`config.mk`:
```
export PLATFORM = sky130hd
export DESIGN_NAME = gpio_port
export DESIGN_NICKNAME = d
export VERILOG_FILES = /design/src/rtl/gpio_pkg.sv /design/src/rtl/gpio_rst_sync.sv /design/src/rtl/gpio_sync.sv /design/src/rtl/gpio_ctrl_regs.sv /design/src/rtl/gpio_edge_cap.sv /design/src/rtl/gpio_port.sv
export SDC_FILE = /design/constraint.sdc
export NUM_CORES = 1
export LEC_CHECK = 0
export BUFFER_PORTS_ARGS = -buffer_cell sky130_fd_sc_hd__buf_2
export CAP_MARGIN = 20
export CORE_AREA = 2 2 145 182
export DETAILED_ROUTE_END_ITERATION = 7
export DIE_AREA = 0 0 147 184
export HOLD_SLACK_MARGIN = 0.05
export PLACE_DENSITY = 0.59
export SLEW_MARGIN = 20
export SYNTH_ARGS = -nofsm -noshare
export SYNTH_HDL_FRONTEND = slang
export SYNTH_SLANG_ARGS = --single-unit
export TNS_END_PERCENT = 20
```
`constraint.sdc`:
```
create_clock -name clk -period 14.35 [get_ports clk]
set_clock_uncertainty 0.1 [all_clocks]
set_input_delay 1.435 -clock clk [delete_from_list [all_inputs] [get_ports clk]]
set_output_delay 1.435 -clock clk [all_outputs]
set_load 0.05 [all_outputs]
```
`src/rtl/gpio_pkg.sv`:
```
package gpio_pkg;
  localparam int BUS_W  = 32;
  localparam int ADDR_W = 4;

  localparam int MODE_BIDIR = 0;
  localparam int MODE_IN    = 1;
  localparam int MODE_OUT   = 2;

  typedef enum logic [1:0] {
    SEL_DATA = 2'd0,
    SEL_DIR  = 2'd1,
    SEL_MASK = 2'd2,
    SEL_EDGE = 2'd3
  } reg_sel_e;
endpackage

```
`src/rtl/gpio_rst_sync.sv`:
```
module gpio_rst_sync (
  input  logic clk,
  input  logic rst_n_in,
  output logic rst_n_out
);
  logic stage0_q, stage1_q;

  always_ff @(posedge clk or negedge rst_n_in) begin
    if (!rst_n_in) begin
      stage0_q <= 1'b0;
      stage1_q <= 1'b0;
    end else begin
      stage0_q <= 1'b1;
      stage1_q <= stage0_q;
    end
  end

  assign rst_n_out = stage1_q;
endmodule

```
`src/rtl/gpio_sync.sv`:
```
module gpio_sync #(
  parameter int W = 32
) (
  input  logic         clk,
  input  logic         rst_n,
  input  logic [W-1:0] d,
  output logic [W-1:0] q
);
  logic [W-1:0] meta_q;

  always_ff @(posedge clk or negedge rst_n) begin
    if (!rst_n) begin
      meta_q <= '0;
      q      <= '0;
    end else begin
      meta_q <= d;
      q      <= meta_q;
    end
  end
endmodule

```
`src/rtl/gpio_ctrl_regs.sv`:
```
module gpio_ctrl_regs #(
  parameter int W       = 32,
  parameter bit HAS_OUT = 1'b1,
  parameter bit HAS_DIR = 1'b1,
  parameter bit HAS_IRQ = 1'b1
) (
  input  logic         clk,
  input  logic         rst_n,
  input  logic         data_we,
  input  logic         dir_we,
  input  logic         mask_we,
  input  logic [W-1:0] wdata,
  output logic [W-1:0] out_q,
  output logic [W-1:0] dir_q,
  output logic [W-1:0] mask_q
);
  generate
    if (HAS_OUT) begin : g_out
      logic [W-1:0] out_d;
      always_comb begin
        out_d = out_q;
        if (data_we) out_d = wdata;
      end
      always_ff @(posedge clk or negedge rst_n) begin
        if (!rst_n) out_q <= '0;
        else        out_q <= out_d;
      end
    end else begin : g_no_out
      assign out_q = '0;
    end

    if (HAS_DIR) begin : g_dir
      logic [W-1:0] dir_d;
      always_comb begin
        dir_d = dir_q;
        if (dir_we) dir_d = wdata;
      end
      always_ff @(posedge clk or negedge rst_n) begin
        if (!rst_n) dir_q <= '0;
        else        dir_q <= dir_d;
      end
    end else begin : g_fixed_dir
      assign dir_q = HAS_OUT ? {W{1'b1}} : {W{1'b0}};
    end

    if (HAS_IRQ) begin : g_mask
      logic [W-1:0] mask_d;
      always_comb begin
        mask_d = mask_q;
        if (mask_we) mask_d = wdata;
      end
      always_ff @(posedge clk or negedge rst_n) begin
        if (!rst_n) mask_q <= '0;
        else        mask_q <= mask_d;
      end
    end else begin : g_no_mask
      assign mask_q = '0;
    end
  endgenerate
endmodule

```
`src/rtl/gpio_edge_cap.sv`:
```
module gpio_edge_cap #(
  parameter int W = 32
) (
  input  logic         clk,
  input  logic         rst_n,
  input  logic [W-1:0] pin_s,
  input  logic [W-1:0] dir_q,
  input  logic         clr_we,
  input  logic [W-1:0] clr_bits,
  output logic [W-1:0] cap_q
);
  logic [W-1:0] prev_q;
  logic [W-1:0] rise;

  always_ff @(posedge clk or negedge rst_n) begin
    if (!rst_n) prev_q <= '0;
    else        prev_q <= pin_s;
  end

  assign rise = pin_s & ~prev_q & ~dir_q;

  generate
    for (genvar i = 0; i < W; i++) begin : g_bit
      logic bit_d, bit_q;
      always_comb begin
        bit_d = bit_q;
        if (clr_we && clr_bits[i]) bit_d = 1'b0;
        if (rise[i])               bit_d = 1'b1;
      end
      always_ff @(posedge clk or negedge rst_n) begin
        if (!rst_n) bit_q <= 1'b0;
        else        bit_q <= bit_d;
      end
      assign cap_q[i] = bit_q;
    end
  endgenerate
endmodule

```
`src/rtl/gpio_port.sv`:
```
module gpio_port
  import gpio_pkg::*;
#(
  parameter int WIDTH = 32,
  parameter int MODE  = MODE_BIDIR
) (
  input  logic               clk,
  input  logic               rst_n,
  input  logic [ADDR_W-1:0]  bus_addr,
  input  logic               bus_rd,
  input  logic               bus_wr,
  input  logic [BUS_W-1:0]   bus_wdata,
  output logic [BUS_W-1:0]   bus_rdata,
  input  logic [WIDTH-1:0]   pin_in,
  output logic [WIDTH-1:0]   pin_out,
  output logic [WIDTH-1:0]   pin_oe,
  output logic               irq
);
  localparam bit HAS_IN  = (MODE != MODE_OUT);
  localparam bit HAS_OUT = (MODE != MODE_IN);
  localparam bit HAS_DIR = (MODE == MODE_BIDIR);

  logic             rst_n_i;
  logic             aligned;
  reg_sel_e         sel;
  logic             wr_hit;
  logic [WIDTH-1:0] wdata_n;
  logic [WIDTH-1:0] pin_s, out_q, dir_q, mask_q, cap_q;
  logic [BUS_W-1:0] rd_word;

  function automatic logic [BUS_W-1:0] widen(input logic [WIDTH-1:0] v);
    logic [BUS_W-1:0] w;
    w = '0;
    w[WIDTH-1:0] = v;
    return w;
  endfunction

  gpio_rst_sync u_rst (
    .clk       (clk),
    .rst_n_in  (rst_n),
    .rst_n_out (rst_n_i)
  );

  assign aligned = (bus_addr[1:0] == 2'b00);
  assign sel     = reg_sel_e'(bus_addr[3:2]);
  assign wr_hit  = bus_wr && aligned;
  assign wdata_n = bus_wdata[WIDTH-1:0];

  gpio_ctrl_regs #(
    .W       (WIDTH),
    .HAS_OUT (HAS_OUT),
    .HAS_DIR (HAS_DIR),
    .HAS_IRQ (HAS_IN)
  ) u_regs (
    .clk     (clk),
    .rst_n   (rst_n_i),
    .data_we (wr_hit && sel == SEL_DATA),
    .dir_we  (wr_hit && sel == SEL_DIR),
    .mask_we (wr_hit && sel == SEL_MASK),
    .wdata   (wdata_n),
    .out_q   (out_q),
    .dir_q   (dir_q),
    .mask_q  (mask_q)
  );

  generate
    if (HAS_IN) begin : g_in
      gpio_sync #(.W(WIDTH)) u_sync (
        .clk   (clk),
        .rst_n (rst_n_i),
        .d     (pin_in),
        .q     (pin_s)
      );
      gpio_edge_cap #(.W(WIDTH)) u_edge (
        .clk      (clk),
        .rst_n    (rst_n_i),
        .pin_s    (pin_s),
        .dir_q    (dir_q),
        .clr_we   (wr_hit && sel == SEL_EDGE),
        .clr_bits (wdata_n),
        .cap_q    (cap_q)
      );
    end else begin : g_no_in
      assign pin_s = '0;
      assign cap_q = '0;
    end
  endgenerate

  always_comb begin
    rd_word = '0;
    if (aligned) begin
      unique case (sel)
        SEL_DATA: rd_word = widen(pin_s);
        SEL_DIR:  rd_word = HAS_DIR ? widen(dir_q) : '0;
        SEL_MASK: rd_word = widen(mask_q);
        SEL_EDGE: rd_word = widen(cap_q);
        default:  rd_word = '0;
      endcase
    end
  end

  assign bus_rdata = bus_rd ? rd_word : '0;
  assign pin_out   = out_q;
  assign pin_oe    = dir_q;
  assign irq       = |(cap_q & mask_q);
endmodule

```
Yosys cells after proc, flatten, opt, wreduce, memory -nomap -nowiden

Index checks and enable logic that the tools add are counted.

Output and inout bits: 97
Memories: 0
Bits in read-only memories: 0
Bits in writable memories: 0
Latch bits: 0
Flip-flop bits (word level): 226

Reductions and logical operators: 72
Muxes and demuxes: 67
Magnitude comparators: 0
Divide/modulo/power cells: 0
Bitwise logic cells: 5
Equality and inequality tests: 3
Add/subtract/negate cells: 0
Shifts and indexed selects: 0
$mul: 0

Operator list:

| operator                                                               | number |
|---|---|
| 32-bit case mux with 4 select lines                                    | 1 |
| 32-bit bitwise AND                                                     | 3 |
| 1-bit two-way mux                                                      | 64 |
| 32-bit two-way mux                                                     | 2 |
| 32-bit inverter                                                        | 2 |
| 2-bit nonzero test                                                     | 32 |
| 1-bit logical AND                                                      | 37 |
| 32-bit OR reduction                                                    | 1 |
| 2-bit equality test (second input constant)                            | 2 |
| 2-bit zero test                                                        | 2 |
| 2-bit by 1-bit equality test with 1-bit output (second input constant) | 1 |

Longest topological paths before layout

Word-level depth: 6
Gate-level depth with buffers: 6
Depth with buffers taken out: 3

Modules after synthesis

From an unflattened synthesis, not the netlist that was laid out.

Cell total of the unflattened synthesis: 573
Area, all modules: 9,317.7 um^2

By module, submodules not included:

| module         | instances | seq. area each (um^2) | cells each | area an instance (um^2) |
|---|---|---|---|---|
| gpio_ctrl_regs | 1         | 2,402.3               | 204        | 4,035.1 |
| gpio_edge_cap  | 1         | 1,601.5               | 195        | 2,396.0 |
| gpio_sync      | 1         | 1,601.5               | 64         | 1,601.5 |
| gpio_port      | 1         | 0.0                   | 107        | 1,231.2 |
| gpio_rst_sync  | 1         | 50.0                  | 3          | 53.8 |

Worst setup path after synthesis

OpenSTA, ideal clock, no wires.

Kind: input -> output
Start point: input bus_addr[2]
End point: output bus_rdata[11]
Slack: 10.104 ns
Data required time: 12.815 ns
Data arrival time: 2.711 ns
Stages: 4
Cells stage by stage: buf_6 buf_2 mux4_2 and3_1

Cells in the longest elaborated chain, start to end: 4
Elaborated cells on any way between the ends: 7

Ends and longest elaborated chain:

| element                                     | line             | source |
|---|---|---|
| from (decl)                                 | gpio_port.sv:9   | `input logic [ADDR_W-1:0] bus_addr,` |
| 2-bit equality test (tied with other cells) | gpio_port.sv:92  | `unique case (sel)` |
| 32-bit case mux with 4 select lines (*)     | gpio_port.sv:92  |  |
| 32-bit two-way mux (*)                      | gpio_port.sv:91  | `if (aligned) begin` |
| 32-bit two-way mux (*)                      | gpio_port.sv:102 | `assign bus_rdata = bus_rd ? rd_word : '0;` |
| to (decl)                                   | gpio_port.sv:13  | `output logic [BUS_W-1:0] bus_rdata,` |

Mark *: on every way between the ends. The rest lies on a longest branch, timed or not.

Worst setup path in the final report

Start point: input bus_addr[2]
End point: output bus_rdata[0]

Same word-level chain as after synthesis.

==> metrics.txt <==
syn_nets=673; crit path DAT=3.16 ns; setup TNS=0 ns; CP max stage delay=0.63 ns; share of layout cells above drive strength 1=43.7%; GR Overflow Total=0; Slowest cell on crit path=mux4_2; Die ar.=27,000 sq um; antenna-violating nets left=0; synthesis-stage register bit count=226; total CTS buffers=25; clock buffer depth=3; crit path max fanout=34; Hold Crit Class=reg2async; largest net degree at the start of global routing=72; Setup violations, final=0; die width=147 um; Post-Syn Area per Cell=14.5 sq um; critical path startpoint category=input pin; final hold vios=0; reg2reg start=u_rst.rst_n_out; final count of pins violating max slew=0; Vert. Die Dim=184 um; VDD IR max=0.0000789 V; critical path, cell by cell=buf_2 > buf_4 > mux4_2 > and3_1 > buf_2; area of the multi-input gates=2880 sq um; CTS tree=yes; leak pwr=4.89 nW; Clock Pin Slew Worst Setup and Hold Paths=0.06 ns; Max-cap violations=0; H-tree depth=1; final period utilization=32.7%; PD cells=167 nW/um^2; first-pass GRT wire length=33,900 um; DRC violation total after the first TritonRoute iteration=297; All-Layer GR Usage=16.2%; R2R setup slack=11.92 ns; post-CTS sizing=0; nets@finish=845; Cells after Synth=601; f_max=0.213 GHz; CP most frequent cell=buf_2; FILL cells=2,377; Synth area leaders=dfrtp_1, mux2_2, mux4_2, nand2_1, and3_1; routed wire length=21,600 um; crit end category=output pin; critical path required time=12.82 ns; PortBufs=168; Vias=5,483; io pins=169; R2R depth=2; wire per inst=19.1 um; overall power=1.79 mW; status=completed; gpl congestion=0.773; Post-CTS Setup Bufs=0; Mapped Area=8700 sq um; starting density of the core=34.5%; max_slew headroom=35.6%; row count=65; vias per std cell=4.85; HPWL after detailed placement=14,300 um; DRC errors left=0; Core ar.=25,200 sq um; DR pass1 iterations=6; root buffer cell=clkbuf_16; Worst Tran Pin Value=0.963 ns; Clock Latency Late Sink=0.52 ns; initial antenna violation count=1; vias in the first global route=5,741; RSZ-0062 raised after global routing=false; hold buffers post-CTS=0; Area Overhead vs Synth=22.7%; Yosys warnings=0; first element of the critical path=bus_addr[2]; Synth top area share=65.0%; crit path time final=4.70 ns; Sink Count=226; Yosys cell types=21; cell taking the most area after synthesis=dfrtp_1; Seq. cell area=5660 sq um; register area share after synthesis=65.0%; Crit Path Class=in2out; FF-to-FF End=u_regs.mask_q[19]
## area by class of cell
class | count | share of cell area, %
diodes | 5 | 0.117
clock buffers | 39 | 7.10
clock inverters | 6 | 0.434
multi-input cells | 345 | 27.0
flip-flops and latches | 226 | 53.0
well taps | 335 | 3.93
repair buffers | 175 | 8.39
## kinds of logic after synthesis
kind of cell           after synthesis  synth area share [%]
AND/OR/NAND/NOR                    165                  8.66
multiplexers                       128                  20.7
buffers and inverters               30                  2.19
AO/OA/AOI/OAI                       51                  3.39
flip-flops                         226                  65.0
other                                1                0.0431
## cells in the final DEF, fill, tap and decap left out, types with 2 or more instances in the layout
cell / instances
and3_1: 32
diode_2: 5
buf_4: 8
nand4_1: 4
mux2_2: 93
clkbuf_16: 25
nor2_1: 29
nor2_4: 2
a22oi_1: 16
dfrtp_1: 225
buf_2: 167
nand2_1: 90
mux2_1: 3
clkbuf_1: 6
clkinv_2: 2
nand2b_1: 3
clkbuf_8: 8
o21ai_0: 35
mux4_2: 32
## Yosys cell counts, drive strengths merged
library cell / instances
nor2b: 1
nand4bb: 1
conb: 1
mux2: 96
or4: 1
clkbuf: 9
nand2: 91
nor4b: 1
mux4: 32
o21ai: 35
nand2b: 3
and3: 32
dfrtp: 226
buf: 21
nor2: 31
nand4: 4
a22oi: 16
## sequential cells by signal (all words and copies together) (netlist names)
name	cells
g_in.u_edge.prev_q	32
g_in.u_sync.meta_q	32
u_regs.dir_q	32
u_rst.stage0_q	1
g_in.u_edge.g_bit.bit_q	32
g_in.u_sync.q	32
u_regs.out_q	32
u_rst.rst_n_out	1
u_regs.mask_q	32
## layer usage
| layer | vias to the layer above | wire, um | global-route usage (%) |
|---|---|---|---|
| li1 | 2482 | - | - |
| met1 | 2814 | 9230 | 21.9 |
| met2 | 155 | 10800 | 27.1 |
| met3 | 32 | 1190 | 2.80 |
| met4 | 0 | 408 | 4.15 |
| met5 | - | 0 | 0 |
## metrics by stage
step / area, sq um / std cells / hold slack, ns / worst slack (ns) / util, %
2_1_floorplan: 8700 / 601 / 0.231 / 7.49 / -
3_3_place_gp: 9860 / 1081 / 0.188 / 9.60 / 39.1
3_5_place_dp: 9860 / 1081 / 0.193 / 9.61 / 39.1
4_1_cts: 10700 / 1126 / 0.194 / 9.60 / 42.3
5_1_grt: 10700 / 1126 / 0.221 / 9.51 / 42.3
6_report: 10700 / 1131 / 0.166 / 9.65 / 42.3
## power breakdown
part / switching [mW] / total [mW] / leakage (nW) / internal [mW]
registers: 0.0632 / 0.784 / 2.61 / 0.721
clock network: 0.255 / 0.619 / 0.395 / 0.364
logic: 0.256 / 0.384 / 1.89 / 0.128
total: 0.575 / 1.79 / 4.89 / 1.21
## critical path: cells and delay by family
kind	cells	cell delay [ns]
buf+inv	3	0.87
mux	1	0.63
simple gates	1	0.20
## how the worst max path moves through the flow
stage                                  to  slack, ns  cells after the start
2_1_floorplan  g_in.u_edge.g_bit[0].bit_q       7.49                      0
3_3_place_gp                 bus_rdata[0]       9.60                      5
3_5_place_dp                 bus_rdata[0]       9.61                      5
4_1_cts                      bus_rdata[0]       9.60                      5
5_1_grt                      bus_rdata[0]       9.51                      5
6_report                     bus_rdata[0]       9.65                      5
No activity file was read; power rests on OpenSTA's default activity.
